## config.mk

```make
export PLATFORM = sky130hd
export DESIGN_NAME = sdh_irq_status
export DESIGN_NICKNAME = d
export VERILOG_FILES = /design/src/rtl/sdh_irq_pkg.sv /design/src/rtl/sdh_irq_regs.sv /design/src/rtl/sdh_irq_fifo_thr.sv /design/src/rtl/sdh_irq_evt_bits.sv /design/src/rtl/sdh_irq_status.sv
export SDC_FILE = /design/constraint.sdc
export NUM_CORES = 1
export LEC_CHECK = 0
export ABC_CLOCK_PERIOD_IN_PS = 3400
export BUFFER_PORTS_ARGS = -buffer_cell sky130_fd_sc_hd__buf_2
export CAP_MARGIN = 10
export CORE_MARGIN = 4
export CORE_UTILIZATION = 55
export DETAILED_ROUTE_END_ITERATION = 8
export GPL_TIMING_DRIVEN = 1
export PLACE_DENSITY = 0.87
export SLEW_MARGIN = 25
export SYNTH_ARGS = -nofsm -noshare
export SYNTH_HDL_FRONTEND = slang
export SYNTH_HIERARCHICAL = 1
export SYNTH_SLANG_ARGS = --single-unit
```

## constraint.sdc

```tcl
create_clock -name clk -period 3.4 [get_ports clk]
set_input_delay 0.51 -clock clk [delete_from_list [all_inputs] [get_ports clk]]
set_output_delay 0.51 -clock clk [all_outputs]
set_load 0.05 [all_outputs]
```

## src/rtl/sdh_irq_pkg.sv

```systemverilog
package sdh_irq_pkg;

    localparam int STS_W     = 16;
    localparam int REG_AW    = 8;
    localparam int NUM_EVT   = 10;
    localparam int NUM_THR   = 4;
    localparam int BIT_CARD  = 8;
    localparam int BIT_RWAIT = 10;
    localparam int BIT_FIFO0 = 11;
    localparam int BIT_ERR   = 15;

    localparam logic [REG_AW-1:0] OFS_STS    = 8'h30;
    localparam logic [REG_AW-1:0] OFS_STS_EN = 8'h34;
    localparam logic [REG_AW-1:0] OFS_SIG_EN = 8'h38;

    // bits that are latched and cleared by writing one
    localparam logic [STS_W-1:0] W1C_MASK = 16'h7EFF;

    typedef enum logic [1:0] {
        SEL_NONE,
        SEL_STS,
        SEL_STS_EN,
        SEL_SIG_EN
    } reg_sel_e;

    typedef struct packed {
        logic              wr;
        logic [REG_AW-1:0] addr;
        logic [STS_W-1:0]  data;
    } reg_req_t;

    function automatic reg_sel_e decode_addr(input logic [REG_AW-1:0] a);
        reg_sel_e s;
        case (a)
            OFS_STS:    s = SEL_STS;
            OFS_STS_EN: s = SEL_STS_EN;
            OFS_SIG_EN: s = SEL_SIG_EN;
            default:    s = SEL_NONE;
        endcase
        return s;
    endfunction

    function automatic logic [STS_W-1:0] evt_to_word(input logic [NUM_EVT-1:0] e);
        logic [STS_W-1:0] w;
        w           = '0;
        w[7:0]      = e[7:0];
        w[9]        = e[8];
        w[BIT_RWAIT] = e[9];
        return w;
    endfunction

    function automatic logic [STS_W-1:0] fifo_to_word(input logic [NUM_THR-1:0] h);
        logic [STS_W-1:0] w;
        w = '0;
        w[BIT_FIFO0 +: NUM_THR] = h;
        return w;
    endfunction

endpackage

```

## src/rtl/sdh_irq_regs.sv

```systemverilog
module sdh_irq_regs
    import sdh_irq_pkg::*;
(
    input  logic             clk,
    input  logic             rst,
    input  reg_req_t         req,
    output logic [STS_W-1:0] sts_en_o,
    output logic [STS_W-1:0] sig_en_o,
    output logic [STS_W-1:0] sts_clr_o,
    output reg_sel_e         sel_o
);

    assign sel_o = decode_addr(req.addr);

    always_ff @(posedge clk) begin
        if (rst) begin
            sts_en_o <= '0;
            sig_en_o <= '0;
        end else if (req.wr) begin
            case (sel_o)
                SEL_STS_EN: sts_en_o <= req.data;
                SEL_SIG_EN: sig_en_o <= req.data;
                default: ;
            endcase
        end
    end

    assign sts_clr_o = (req.wr && sel_o == SEL_STS) ? (req.data & W1C_MASK) : '0;

    // masks move only on a write to their own offset
    a_r11_sts_en_hold: assert property (@(posedge clk) disable iff (rst)
        !(req.wr && req.addr == OFS_STS_EN) |=> $stable(sts_en_o));
    a_r11_sig_en_hold: assert property (@(posedge clk) disable iff (rst)
        !(req.wr && req.addr == OFS_SIG_EN) |=> $stable(sig_en_o));
    // clearing only comes from a status write
    a_r4_clr_needs_write: assert property (@(posedge clk) disable iff (rst)
        (|sts_clr_o) |-> (req.wr && req.addr == OFS_STS));

endmodule

```

## src/rtl/sdh_irq_fifo_thr.sv

```systemverilog
module sdh_irq_fifo_thr #(
    parameter int AW = 10,
    parameter int N  = 4
) (
    input  logic          clk,
    input  logic          rst,
    input  logic [AW-1:0] addr_i,
    input  logic [N*AW-1:0] thr_i,
    output logic [N-1:0]  rise_o
);

    for (genvar g = 0; g < N; g++) begin : g_thr
        logic hit;
        logic hit_q;

        assign hit = (addr_i == thr_i[g*AW +: AW]);

        always_ff @(posedge clk) begin
            if (rst) hit_q <= 1'b0;
            else     hit_q <= hit;
        end

        assign rise_o[g] = hit & ~hit_q;

        // an arrival event implies the address sits on the threshold
        a_r10_rise_match: assert property (@(posedge clk) disable iff (rst)
            rise_o[g] |-> (addr_i == thr_i[g*AW +: AW]));
        // one event per arrival
        a_r10_no_repeat: assert property (@(posedge clk) disable iff (rst)
            rise_o[g] |=> !rise_o[g]);
    end

endmodule

```

## src/rtl/sdh_irq_evt_bits.sv

```systemverilog
module sdh_irq_evt_bits #(
    parameter int W = 16
) (
    input  logic         clk,
    input  logic         rst,
    input  logic [W-1:0] set_i,
    input  logic [W-1:0] clr_i,
    output logic [W-1:0] q_o
);

    for (genvar g = 0; g < W; g++) begin : g_bit
        always_ff @(posedge clk) begin
            if (rst) q_o[g] <= 1'b0;
            else     q_o[g] <= (q_o[g] & ~clr_i[g]) | set_i[g];
        end

        // a set survives a simultaneous clear
        a_r5_set_wins: assert property (@(posedge clk) disable iff (rst)
            set_i[g] |=> q_o[g]);
        // a lone clear empties the bit
        a_r4_clear: assert property (@(posedge clk) disable iff (rst)
            (clr_i[g] && !set_i[g]) |=> !q_o[g]);
        // nothing pending means the bit holds
        a_r4_hold: assert property (@(posedge clk) disable iff (rst)
            (!clr_i[g] && !set_i[g]) |=> $stable(q_o[g]));
    end

endmodule

```

## src/rtl/sdh_irq_status.sv

```systemverilog
module sdh_irq_status
    import sdh_irq_pkg::*;
#(
    parameter int FIFO_AW = 10,
    parameter int ERR_W   = 16
) (
    input  logic                       clk,
    input  logic                       rst,
    input  logic                       reg_wr_i,
    input  logic [REG_AW-1:0]          reg_addr_i,
    input  logic [STS_W-1:0]           reg_wdata_i,
    output logic [STS_W-1:0]           reg_rdata_o,
    input  logic [NUM_EVT-1:0]         evt_i,
    input  logic [ERR_W-1:0]           err_sts_i,
    input  logic                       card_irq_i,
    input  logic [FIFO_AW-1:0]         fifo_addr_i,
    input  logic [NUM_THR*FIFO_AW-1:0] fifo_thr_i,
    output logic                       irq_o
);

    reg_req_t         req;
    reg_sel_e         sel;
    logic [STS_W-1:0] sts_en;
    logic [STS_W-1:0] sig_en;
    logic [STS_W-1:0] sts_clr;
    logic [STS_W-1:0] sts_set;
    logic [STS_W-1:0] latched;
    logic [STS_W-1:0] status_word;
    logic [NUM_THR-1:0] fifo_rise;

    assign req = '{wr: reg_wr_i, addr: reg_addr_i, data: reg_wdata_i};

    sdh_irq_regs i_regs (
        .clk       (clk),
        .rst       (rst),
        .req       (req),
        .sts_en_o  (sts_en),
        .sig_en_o  (sig_en),
        .sts_clr_o (sts_clr),
        .sel_o     (sel)
    );

    sdh_irq_fifo_thr #(
        .AW (FIFO_AW),
        .N  (NUM_THR)
    ) i_fifo_thr (
        .clk    (clk),
        .rst    (rst),
        .addr_i (fifo_addr_i),
        .thr_i  (fifo_thr_i),
        .rise_o (fifo_rise)
    );

    assign sts_set = (evt_to_word(evt_i) | fifo_to_word(fifo_rise)) & sts_en & W1C_MASK;

    sdh_irq_evt_bits #(
        .W (STS_W)
    ) i_evt_bits (
        .clk   (clk),
        .rst   (rst),
        .set_i (sts_set),
        .clr_i (sts_clr),
        .q_o   (latched)
    );

    always_comb begin
        status_word           = latched & W1C_MASK;
        status_word[BIT_CARD] = card_irq_i;
        status_word[BIT_ERR]  = |err_sts_i;
    end

    always_comb begin
        case (sel)
            SEL_STS:    reg_rdata_o = status_word & sts_en;
            SEL_STS_EN: reg_rdata_o = sts_en;
            SEL_SIG_EN: reg_rdata_o = sig_en;
            default:    reg_rdata_o = '0;
        endcase
    end

    assign irq_o = |(status_word & sig_en);

    // a status read never shows a bit whose status enable is 0
    a_r6_read_masked: assert property (@(posedge clk) disable iff (rst)
        (reg_addr_i == OFS_STS) |-> ((reg_rdata_o & ~sts_en) == '0));
    // an error with its signal enable raises the interrupt
    a_r8_err_irq: assert property (@(posedge clk) disable iff (rst)
        ((|err_sts_i) && sig_en[BIT_ERR]) |-> irq_o);
    // the card level is visible while enabled
    a_r9_card_read: assert property (@(posedge clk) disable iff (rst)
        (reg_addr_i == OFS_STS && sts_en[BIT_CARD] && card_irq_i) |-> reg_rdata_o[BIT_CARD]);
    // no enabled source means no interrupt
    a_r7_irq_quiet: assert property (@(posedge clk) disable iff (rst)
        (sig_en == '0) |-> !irq_o);

endmodule

```

### After elaboration in Yosys (flattened, before gate mapping)

Cells that the tools add are included.

* word-level logic and storage cells: 92
* output and inout bits: 17
* input port bits: 104
* register bits after elaboration: 50

* mux-type cells: 3
* reduce and logical (&&, ||, !) cells: 5
* equal/unequal tests: 10
* bitwise operators: 54

Operator list (number)
* 16-bit case mux with 3 select lines: 1
* 10-bit equality test: 4
* 16-bit bitwise AND: 2
* 16-bit OR reduction: 2
* 8-bit by 6-bit equality test with 1-bit output (second input constant): 3
* 1-bit bitwise AND: 18
* 1-bit inverter: 18
* 15-bit bitwise AND: 1
* 15-bit 2-to-1 mux: 1
* 11-bit by 15-bit bitwise OR with 15-bit output: 1
* 1-bit bitwise OR: 14
* 2-bit case mux with 3 select lines: 1
* 2-bit equality test (second input constant): 2
* 2-bit AND reduction: 2
* 2-bit by 1-bit equality test with 1-bit output (second input constant): 1
* 1-bit logical AND: 1

### Depth between registers and ports, before layout

Gate-level depths: netlist of the first run.

* depth after elaboration: 8
* depth in mapped cells: 7
* depth with buffers taken out: 6

### By module

Netlist of the first run, hierarchy kept.

By module, submodules not included
* sdh_irq_regs: sequential area each 640.6 sq um, cells each 153, area an instance 1517.7 sq um, instances 1
* sdh_irq_fifo_thr: sequential area each 80.1 sq um, cells each 74, area an instance 681.9 sq um, instances 1
* sdh_irq_status: sequential area each 0.0 sq um, cells each 69, area an instance 651.9 sq um, instances 1
* sdh_irq_evt_bits: sequential area each 320.3 sq um, cells each 66, area an instance 629.4 sq um, instances 1

### Least setup slack after synthesis of the first run

OpenSTA, ideal clock, no wires.

* kind: in2out
* from: input reg_addr_i[7]
* to: output reg_rdata_o[10]
* arrival: 2011 ps
* cell stages on the path: 7
* path slack: 879 ps
* path buffers: 3
* required time: 2890 ps
* path through: or3_4 -> nor2_1 -> buf_6 -> nor2b_4 -> buf_6 -> buf_6 -> a32o_1

* word-level cells in the longest chain between the ends: 4
* elaborated cells on any way between the ends: 8
* classes of those cells: eq/ne (6); mux (2)

Ends and longest elaborated chain
* start, declared: RTL line sdh_irq_status.sv:10 `input logic [REG_AW-1:0] reg_addr_i,`
* 8-bit by 6-bit equality test with 1-bit output: RTL line sdh_irq_pkg.sv:34 `case (a)`
* 2-bit case mux with 3 select lines (*): RTL line sdh_irq_pkg.sv:34
* net sel[0]: RTL line sdh_irq_status.sv:22 `reg_sel_e sel;`
* 2-bit equality test or 2-bit by 1-bit equality test with 1-bit output (tied branches): RTL line sdh_irq_status.sv:73 `case (sel)`
* 16-bit case mux with 3 select lines (*): RTL line sdh_irq_status.sv:73
* end, declared: RTL line sdh_irq_status.sv:12 `output logic [STS_W-1:0] reg_rdata_o,`

The timed path passes the listed nets; every way through them passes the cells marked *.

### Worst setup path in the final report of the first run

* from: input reg_addr_i[7]
* to: output reg_rdata_o[13]

Same word-level chain as after synthesis.

==> key figures, run 1 <==
Setup path
  • Top cell by count, worst path: buf_2
  • Setup crit end kind: output pin
  • Start of the worst register-to-register path: i_fifo_thr/g_thr[0].hit_q
  • Crit start category: input port
  • CP Cell Sequence: buf_2 > or3_4 > nor2_2 > buf_4 > mux2_2 > a32o_1 > buf_2
  • Critical path peak fanout: 13
  • Critical Path Max Stage Delay: 0.41 ns
  • Worst EP arrival: 2.34 ns
  • R2r worst-path depth: 4
  • Flop-to-flop setup slack: 2.43 ns
  • CP required: 2.89 ns
  • Worst setup path class: input port to output pin
  • Crit-path slowest cell: or3_4
  • Reg-to-Reg End: i_evt_bits/q_o[11]

Routing
  • Drt wl/cell: 15.5 um
  • ANT nets after route: 0
  • Final wirelength: 8190 um
  • Starting DRC count in detailed routing: 174
  • Via count: 2844
  • Drt pass-1 iters: 4
  • DRC errors left: 0
  • Vias per cell: 5.38

GRT
  • Largest net degree at the start of global routing: 67
  • Met3 global-route usage: 0.0428
  • Overflow after GRT: 0
  • Antenna violations before repair: 0
  • Met1 GRT Util: 0.279
  • Aggregate global-route resource usage: 0.224
  • Global route hottest layer: met2
  • Global-route wire length before repair: 13300 um
  • Met2 Track Usage GR: 0.382
  • Vias in the first global route: 2906

Die
  • Initial core utilization: 0.568
  • IO Pins: 121
  • FP Rows: 28
  • Die H: 86.4 um
  • Die width: 86.4 um
  • Full die area: 7470 sq um
  • Core box area: 5960 sq um

CTS
  • CTS tree: built
  • Post-cts resize count: 0
  • CTS root buf: clkbuf_8
  • Clock Path Buffers: 2
  • Clk Latency, worst-skew pair: 0.30 ns
  • Hold_buf cts: 0
  • Clk sinks: 50
  • # H-tree levels: 2
  • Clock-pin transition on the worst setup and hold timing paths: 0.09 ns
  • Post-CTS setup buffers: 0
  • Num CTS Buffers: 5

Power and ir drop
  • Clk pwr share: 0.318
  • Pwr Total: 1.11 mW
  • Internal power: 845 uW
  • Static Leak: 1.66 nW
  • Worst VDD drop: 0.178 mV
  • Power share of the combinational group: 0.155
  • Power Density: 281 nW/um^2
  • Reg power frac: 0.527
  • Switching share of total power: 0.241
  • Reported net switching power: 268 uW

Timing
  • Maximum clock rate: 0.350 GHz
  • Crit path time final: 2.85 ns
  • RSZ-0062 raised after global routing: no
  • Setup violations, final: 0
  • Clock skew: 0.00237 ns
  • Worst hold slack: 0.496 ns
  • Fin crit share: 0.840
  • Final max-slew violation count: 0
  • Fin. Hold Viols: 0
  • Setup TNS: 0 ns
  • Slew @ Worst Pin: 0.989 ns
  • Max-slew headroom: 0.341

Placement
  • Placement Cell Area: 3870 sq um
  • DP HPWL: 6270 um
  • Post-placement cell count: 521
  • Routability cong.: 0.852
  • Port buffer count: 120

Finish
  • Final Non-Filler Cells: 529
  • Multi-input logic area: 2090 sq um
  • Fill count: 511
  • Syn-to-layout area delta: 17.1%
  • Layout cell share with drive strength beyond 1: 0.366
  • Final-stage net count: 557
  • Register Area: 1000 sq um
  • Antenna diode count: 0
  • Design Area, Final: 3960 sq um

Logic synthesis
  • Mapped cell area: 3380 sq um
  • Syn_area_per_cell: 9.67 sq um
  • Cell count after synthesis: 350
  • Yosys synthesis warning count: 6
  • Syn nets: 454

Hold path
  • Hold path depth: 2
  • Hold Path Origin: i_evt_bits/q_o[12]
  • Hold EP: i_evt_bits/q_o[12]
  • HP Class: flop to flop

Job
  • MaxCap Viol Count: 0

Run status
  • Outcome: completed
-- critical path: cells and delay by family --
| family | cells | cell delay (ns) |
|---|---|---|
| AOI/OAI and AO/OA | 1 | 0.21 |
| buffers and inverters | 3 | 0.63 |
| muxes | 1 | 0.37 |
| and+or+nand+nor | 2 | 0.62 |
-- power by group through the flow --
stage / Combinational, mW / Sequential [mW] / Clock, mW
final: 0.172 / 0.586 / 0.354
after global placement: 0.165 / 0.600 / 0
after floorplan: 0.107 / 0.600 / 0
after detailed placement: 0.172 / 0.600 / 0
after CTS: 0.173 / 0.586 / 0.366
after global routing: 0.188 / 0.586 / 0.386
-- routing by layer --
layer / share of wire / vias to the layer above
met3: 0.070 / 14
met2: 0.49 / 108
met5: 0 / -
li1: - / 1412
met1: 0.42 / 1310
met4: 0.017 / 0
-- how the worst max path moves through the flow --
stage	from	to	slack (ns)	cells after the start
3_5_place_dp	reg_addr_i[7]	reg_rdata_o[13]	0.54	7
2_1_floorplan	reg_addr_i[7]	reg_rdata_o[10]	0.88	7
5_1_grt	reg_addr_i[0]	reg_rdata_o[12]	0.46	7
4_1_cts	reg_addr_i[7]	reg_rdata_o[13]	0.53	7
3_3_place_gp	reg_addr_i[7]	reg_rdata_o[13]	0.57	7
6_report	reg_addr_i[7]	reg_rdata_o[13]	0.55	7
-- placed cells by master, fill, tap and decap left out, drive strengths merged --
cell type,count
mux2i,32
nor3,1
nor2,2
nor2b,2
and4,1
and3,1
nand4bb,1
a21oi,14
xnor2,40
nand2,5
a32o,16
buf,124
a222oi,1
nand4,11
inv,14
nand2b,62
xor2,1
and4bb,1
nand3,1
clkbuf,7
a211o,1
mux2,16
and2,28
clkinv,1
nor4,12
nor3b,1
dfxtp,50
a22oi,6
or3,2
-- sequential cells by signal (all words and copies together), names as in the netlist --
signal and flops:
i_regs/sig_en_o 16, i_regs/sts_en_o 16, i_evt_bits/q_o 14, i_fifo_thr/g_thr.hit_q 4
-- metrics by stage --
stage | setup slack (ns) | utilization
floorplan | 0.879 | -
global placement | 0.568 | 0.650
detailed placement | 0.543 | 0.650
CTS | 0.532 | 0.666
global route | 0.462 | 0.666
finish | 0.545 | 0.666
-- cell type report --
class	count	share of cell area
Multi-Input combinational cell	258	0.528
Sequential cell	50	0.253
Inverter	14	0.0133
Timing Repair Buffer	124	0.159
Clock buffer	7	0.0218
Clock inverter	1	0.00126
Tap cell	75	0.0237
No activity file was read; power rests on OpenSTA's default activity.
==> inputs of run 2 (changes only) <==
--- a/config.mk
+++ b/config.mk
@@ -5,14 +5,15 @@
 export SDC_FILE = /design/constraint.sdc
 export NUM_CORES = 1
 export LEC_CHECK = 0
-export ABC_CLOCK_PERIOD_IN_PS = 3400
+export ABC_AREA = 1
+export ABC_CLOCK_PERIOD_IN_PS = 2600
 export BUFFER_PORTS_ARGS = -buffer_cell sky130_fd_sc_hd__buf_2
 export CAP_MARGIN = 10
 export CORE_MARGIN = 4
-export CORE_UTILIZATION = 55
+export CORE_UTILIZATION = 48
 export DETAILED_ROUTE_END_ITERATION = 8
 export GPL_TIMING_DRIVEN = 1
-export PLACE_DENSITY = 0.87
+export PLACE_DENSITY = 0.78
 export SLEW_MARGIN = 25
 export SYNTH_ARGS = -nofsm -noshare
 export SYNTH_HDL_FRONTEND = slang
==> constraint.sdc (replaced) <==
create_clock -name clk -period 2.6 [get_ports clk]
set_input_delay 0.39 -clock clk [delete_from_list [all_inputs] [get_ports clk]]
set_output_delay 0.39 -clock clk [all_outputs]
set_load 0.05 [all_outputs]
==> key figures, run 2 <==
Die
  • Full die area: 9830 sq um
  • Initial core utilization: 0.506
  • Die H: 99.2 um
  • Core box area: 7890 sq um
  • Die width: 99.2 um
  • FP Rows: 32
  • IO Pins: 121

Timing
  • Worst hold slack: 0.386 ns
  • Max-slew headroom: 0.627
  • Clock skew: 0.0120 ns
  • Maximum clock rate: 0.425 GHz
  • Setup TNS: 0 ns
  • RSZ-0062 raised after global routing: no
  • Crit path time final: 2.35 ns
  • Fin crit share: 0.905
  • Setup violations, final: 0
  • Fin. Hold Viols: 0
  • Final max-slew violation count: 0
  • Slew @ Worst Pin: 0.560 ns

Logic synthesis
  • Syn_area_per_cell: 5.51 sq um
  • Cell count after synthesis: 724
  • Mapped cell area: 3990 sq um
  • Yosys synthesis warning count: 6
  • Syn nets: 828

CTS
  • Clk Latency, worst-skew pair: 0.32 ns
  • Post-CTS setup buffers: 0
  • Post-cts resize count: 0
  • Clk sinks: 50
  • # H-tree levels: 2
  • Hold_buf cts: 0
  • CTS tree: built
  • Clock Path Buffers: 2
  • Num CTS Buffers: 5
  • Clock-pin transition on the worst setup and hold timing paths: 0.10 ns
  • CTS root buf: clkbuf_8

Routing
  • Starting DRC count in detailed routing: 158
  • Final wirelength: 10400 um
  • DRC errors left: 0
  • Via count: 4375
  • Drt wl/cell: 11.2 um
  • Drt pass-1 iters: 5
  • Vias per cell: 4.67
  • ANT nets after route: 0

Placement
  • Port buffer count: 120
  • DP HPWL: 7890 um
  • Routability cong.: 0.777

Setup path
  • Worst setup path class: input port to output pin
  • CP required: 2.21 ns
  • Crit-path slowest cell: buf_2
  • Crit start category: input port
  • Flop-to-flop setup slack: 1.71 ns
  • Worst EP arrival: 1.96 ns
  • Critical path peak fanout: 16
  • Setup crit end kind: output pin
  • Critical Path Max Stage Delay: 0.27 ns
  • CP Cell Sequence: buf_2 > nand2_1 > inv_1 > nand2_2 > nor3_2 > inv_4 > or2_4 > inv_4 > nand3_1 > nand3_1 > buf_2

GRT
  • Aggregate global-route resource usage: 0.211
  • Vias in the first global route: 4122
  • Overflow after GRT: 0
  • Global-route wire length before repair: 17400 um
  • Met1 GRT Util: 0.254
  • Met2 Track Usage GR: 0.386
  • Antenna violations before repair: 0
  • Largest net degree at the start of global routing: 47
  • Global route hottest layer: met2
  • Met3 global-route usage: 0.0281

Power and ir drop
  • Pwr Total: 1.53 mW
  • Worst VDD drop: 0.254 mV
  • Static Leak: 2.64 nW
  • Power Density: 326 nW/um^2

Finish
  • Syn-to-layout area delta: 17.5%
  • Antenna diode count: 0
  • Biggest regs: i_regs/sig_en_o: 16 flops, i_regs/sts_en_o: 16 flops, i_evt_bits/q_o: 14 flops
  • Fill count: 774
  • Layout cell share with drive strength beyond 1: 0.217
  • Register Area: 1000 sq um
  • Most frequent cells in the layout: 244 x nand2_1, 171 x inv_1, 120 x buf_2
  • Commonest non-fill, non-tap cell in the layout: nand2_1
  • Final-stage net count: 937
  • Multi-input logic area: 2120 sq um

Hold path
  • HP Class: input port to flop

Job
  • MaxCap Viol Count: 0

Run status
  • Outcome: completed
[run 2: cell type report]
class                      count  share of cell area
timing repair buffer         125               0.139
clock buffer                   6              0.0176
inverter                     183               0.148
tap                          102              0.0272
clock inverter                 2             0.00347
multi-input combinational    468               0.452
sequential                    50               0.214
[run 2: per-layer routing]
layer | share of wire | up-vias | wire length [um]
met2 | 0.50 | 120 | 5240
met3 | 0.052 | 12 | 545
met1 | 0.44 | 1895 | 4550
met5 | 0 | - | 0
met4 | 0.011 | 0 | 115
li1 | - | 2348 | -
[run 2: worst paths after layout]
check	from	end	cells past startpoint
worst max register to register	i_fifo_thr/g_thr[3].hit_q	i_evt_bits/q_o[14]	5
worst max-delay path	reg_addr_i[4]	reg_rdata_o[13]	11
worst min-delay path	evt_i[2]	i_evt_bits/q_o[2]	5
worst min register to register	i_evt_bits/q_o[12]	i_evt_bits/q_o[12]	2
[run 2: critical path: cells and delay by family]
kind / cells / cell delay, ns
AND/OR/NAND/NOR: 6 / 0.89
buffers and inverters: 5 / 0.67
[run 2: stage by stage]
step	util	worst slack, ns	area [sq um]	cells
floorplan	-	0.198	3990	724
global placement	0.582	0.281	4590	928
detailed placement	0.582	0.251	4590	928
CTS	0.594	0.239	4690	936
global route	0.594	0.119	4690	936
finish	0.594	0.248	4690	936
[run 2: report_power, final]
group | total [mW] | internal, mW | switching (mW)
Clock | 0.495 | 0.219 | 0.276
Sequential | 0.768 | 0.767 | 0.00140
Combinational | 0.264 | 0.109 | 0.155
Total | 1.53 | 1.09 | 0.432
==> inputs of run 3 (changes only) <==
--- a/config.mk
+++ b/config.mk
@@ -6,14 +6,14 @@
 export NUM_CORES = 1
 export LEC_CHECK = 0
 export ABC_AREA = 1
-export ABC_CLOCK_PERIOD_IN_PS = 2600
+export ABC_CLOCK_PERIOD_IN_PS = 2800
 export BUFFER_PORTS_ARGS = -buffer_cell sky130_fd_sc_hd__buf_2
 export CAP_MARGIN = 10
 export CORE_MARGIN = 4
-export CORE_UTILIZATION = 48
+export CORE_UTILIZATION = 57
 export DETAILED_ROUTE_END_ITERATION = 8
 export GPL_TIMING_DRIVEN = 1
-export PLACE_DENSITY = 0.78
+export PLACE_DENSITY = 0.87
 export SLEW_MARGIN = 25
 export SYNTH_ARGS = -nofsm -noshare
 export SYNTH_HDL_FRONTEND = slang
==> constraint.sdc (replaced) <==
create_clock -name clk -period 2.8 [get_ports clk]
set_input_delay 0.42 -clock clk [delete_from_list [all_inputs] [get_ports clk]]
set_output_delay 0.42 -clock clk [all_outputs]
set_load 0.05 [all_outputs]
==> key figures, run 3 (synthesis results as in run 2) <==
Setup path
  • CP Cell Sequence: buf_2 > nand2_1 > inv_1 > nand2_2 > nor3_2 > inv_4 > or2_4 > inv_4 > nand3_1 > nand3_1 > buf_2
  • Flop-to-flop setup slack: 1.93 ns
  • Worst EP arrival: 2.12 ns
  • CP required: 2.38 ns
  • Critical Path Max Stage Delay: 0.27 ns
  • Setup crit end kind: output pin
  • Start of the worst register-to-register path: i_fifo_thr/g_thr[0].hit_q
  • Crit start category: input port
  • Reg-to-Reg End: i_evt_bits/q_o[11]
  • Worst setup path class: input port to output pin
  • Capture point of the critical path: reg_rdata_o[13]
  • Crit path launch: reg_addr_i[4]
  • R2r worst-path depth: 5
  • Crit-path slowest cell: buf_2
  • Critical path peak fanout: 17

CTS
  • CTS tree: built
  • Hold_buf cts: 0
  • Clock Path Buffers: 2
  • Clk sinks: 50
  • Clk Latency, worst-skew pair: 0.30 ns
  • Num CTS Buffers: 5
  • # H-tree levels: 2
  • CTS root buf: clkbuf_8
  • Clock-pin transition on the worst setup and hold timing paths: 0.09 ns
  • Post-cts resize count: 0
  • Post-CTS setup buffers: 0

Timing
  • Final WS setup: 0.261 ns
  • Fin. Hold Viols: 0
  • Crit path time final: 2.54 ns
  • Max-slew headroom: 0.315
  • RSZ-0062 raised after global routing: no
  • Clock skew: 0.00521 ns
  • Final max-slew violation count: 0
  • Fin crit share: 0.907
  • Maximum clock rate: 0.394 GHz
  • Setup TNS: 0 ns
  • Slew @ Worst Pin: 1.03 ns
  • Setup violations, final: 0

Die
  • Initial core utilization: 0.587
  • FP Rows: 30
  • Die width: 91.7 um
  • IO Pins: 121
  • Core box area: 6790 sq um
  • Die H: 91.7 um
  • Full die area: 8400 sq um

Finish
  • Commonest non-fill, non-tap cell in the layout: nand2_1
  • Most frequent cells in the layout: 244 x nand2_1, 171 x inv_1, 120 x buf_2
  • Design Area, Final: 4660 sq um
  • Antenna diode count: 0
  • Final-stage net count: 936
  • Layout cell share with drive strength beyond 1: 0.215
  • Biggest regs: i_regs/sig_en_o: 16 flops, i_regs/sts_en_o: 16 flops, i_evt_bits/q_o: 14 flops
  • Syn-to-layout area delta: 16.9%

Routing
  • Drt pass-1 iters: 5
  • DRC errors left: 0
  • ANT nets after route: 0
  • Vias per cell: 4.84
  • Drt wl/cell: 11.2 um
  • Final wirelength: 10400 um
  • Via count: 4498
  • Starting DRC count in detailed routing: 254

Power and ir drop
  • Power Density: 300 nW/um^2
  • Static Leak: 2.63 nW
  • Worst VDD drop: 0.175 mV
  • Pwr Total: 1.40 mW

Run status
  • Outcome: completed

GRT
  • Largest net degree at the start of global routing: 47
  • Antenna violations before repair: 0
  • Aggregate global-route resource usage: 0.249
  • Global-route wire length before repair: 17500 um
  • Overflow after GRT: 0
  • Vias in the first global route: 4231

Placement
  • Port buffer count: 120
  • Placement Cell Area: 4570 sq um
  • Routability cong.: 0.890
  • DP HPWL: 7960 um
  • Setup slack at placement: 0.261 ns

Job
  • MaxCap Viol Count: 0

Hold path
  • HP Class: input port to flop
## run 3: cell count changes in the layout (fill, tap and decap cells not counted)
cell        previous run  this run
buf_4                  4         3
clkbuf_1               0         1
clkinv_2               0         1
clkinvlp_4             1         0
inv_6                  1         0
## run 3: area by class of cell
cell class                      instances  area (sq um)
Fill cell                             631          2130
Clock inverter                          1          5.00
Clock buffer                            7          86.3
Multi-Input combinational cell        468          2120
Inverter                              183           692
Sequential cell                        50          1000
Timing Repair Buffer                  124           643
Tap cell                               96           120
## run 3: worst min-delay path by stage
stage                       startpoint                  to  slack, ns  depth (start not counted)
floorplan           i_evt_bits/q_o[14]  i_evt_bits/q_o[14]       0.45                          2
global placement    i_evt_bits/q_o[14]  i_evt_bits/q_o[14]       0.48                          2
detailed placement  i_evt_bits/q_o[13]  i_evt_bits/q_o[13]       0.49                          2
CTS                           evt_i[6]   i_evt_bits/q_o[6]       0.42                          5
global route                  evt_i[5]   i_evt_bits/q_o[5]       0.43                          5
finish                        evt_i[6]   i_evt_bits/q_o[6]       0.43                          5
## run 3: critical path: cells and delay by family
kind | cells | cell delay [ns]
simple gates | 6 | 0.93
buf+inv | 5 | 0.76
## run 3: power breakdown
part           leakage (nW)  internal [mW]  switching (mW)
Combinational          2.18          0.102           0.146
Clock                0.0482          0.200           0.239
Sequential            0.403          0.712         0.00135
## run 3: metrics by stage
stage,std cells,utilization,hold WS [ns]
4_1_cts,929,0.686,0.421
2_1_floorplan,724,-,0.449
6_report,929,0.686,0.429
3_3_place_gp,921,0.673,0.482
3_5_place_dp,921,0.673,0.487
5_1_grt,929,0.686,0.435
## run 3: metal layers
layer,up-vias,wire length (um),track usage
met4,0,175,0.0804
met2,177,5280,0.452
met1,1961,4240,0.293
met5,-,0,0
met3,17,728,0.0468
li1,2343,-,-
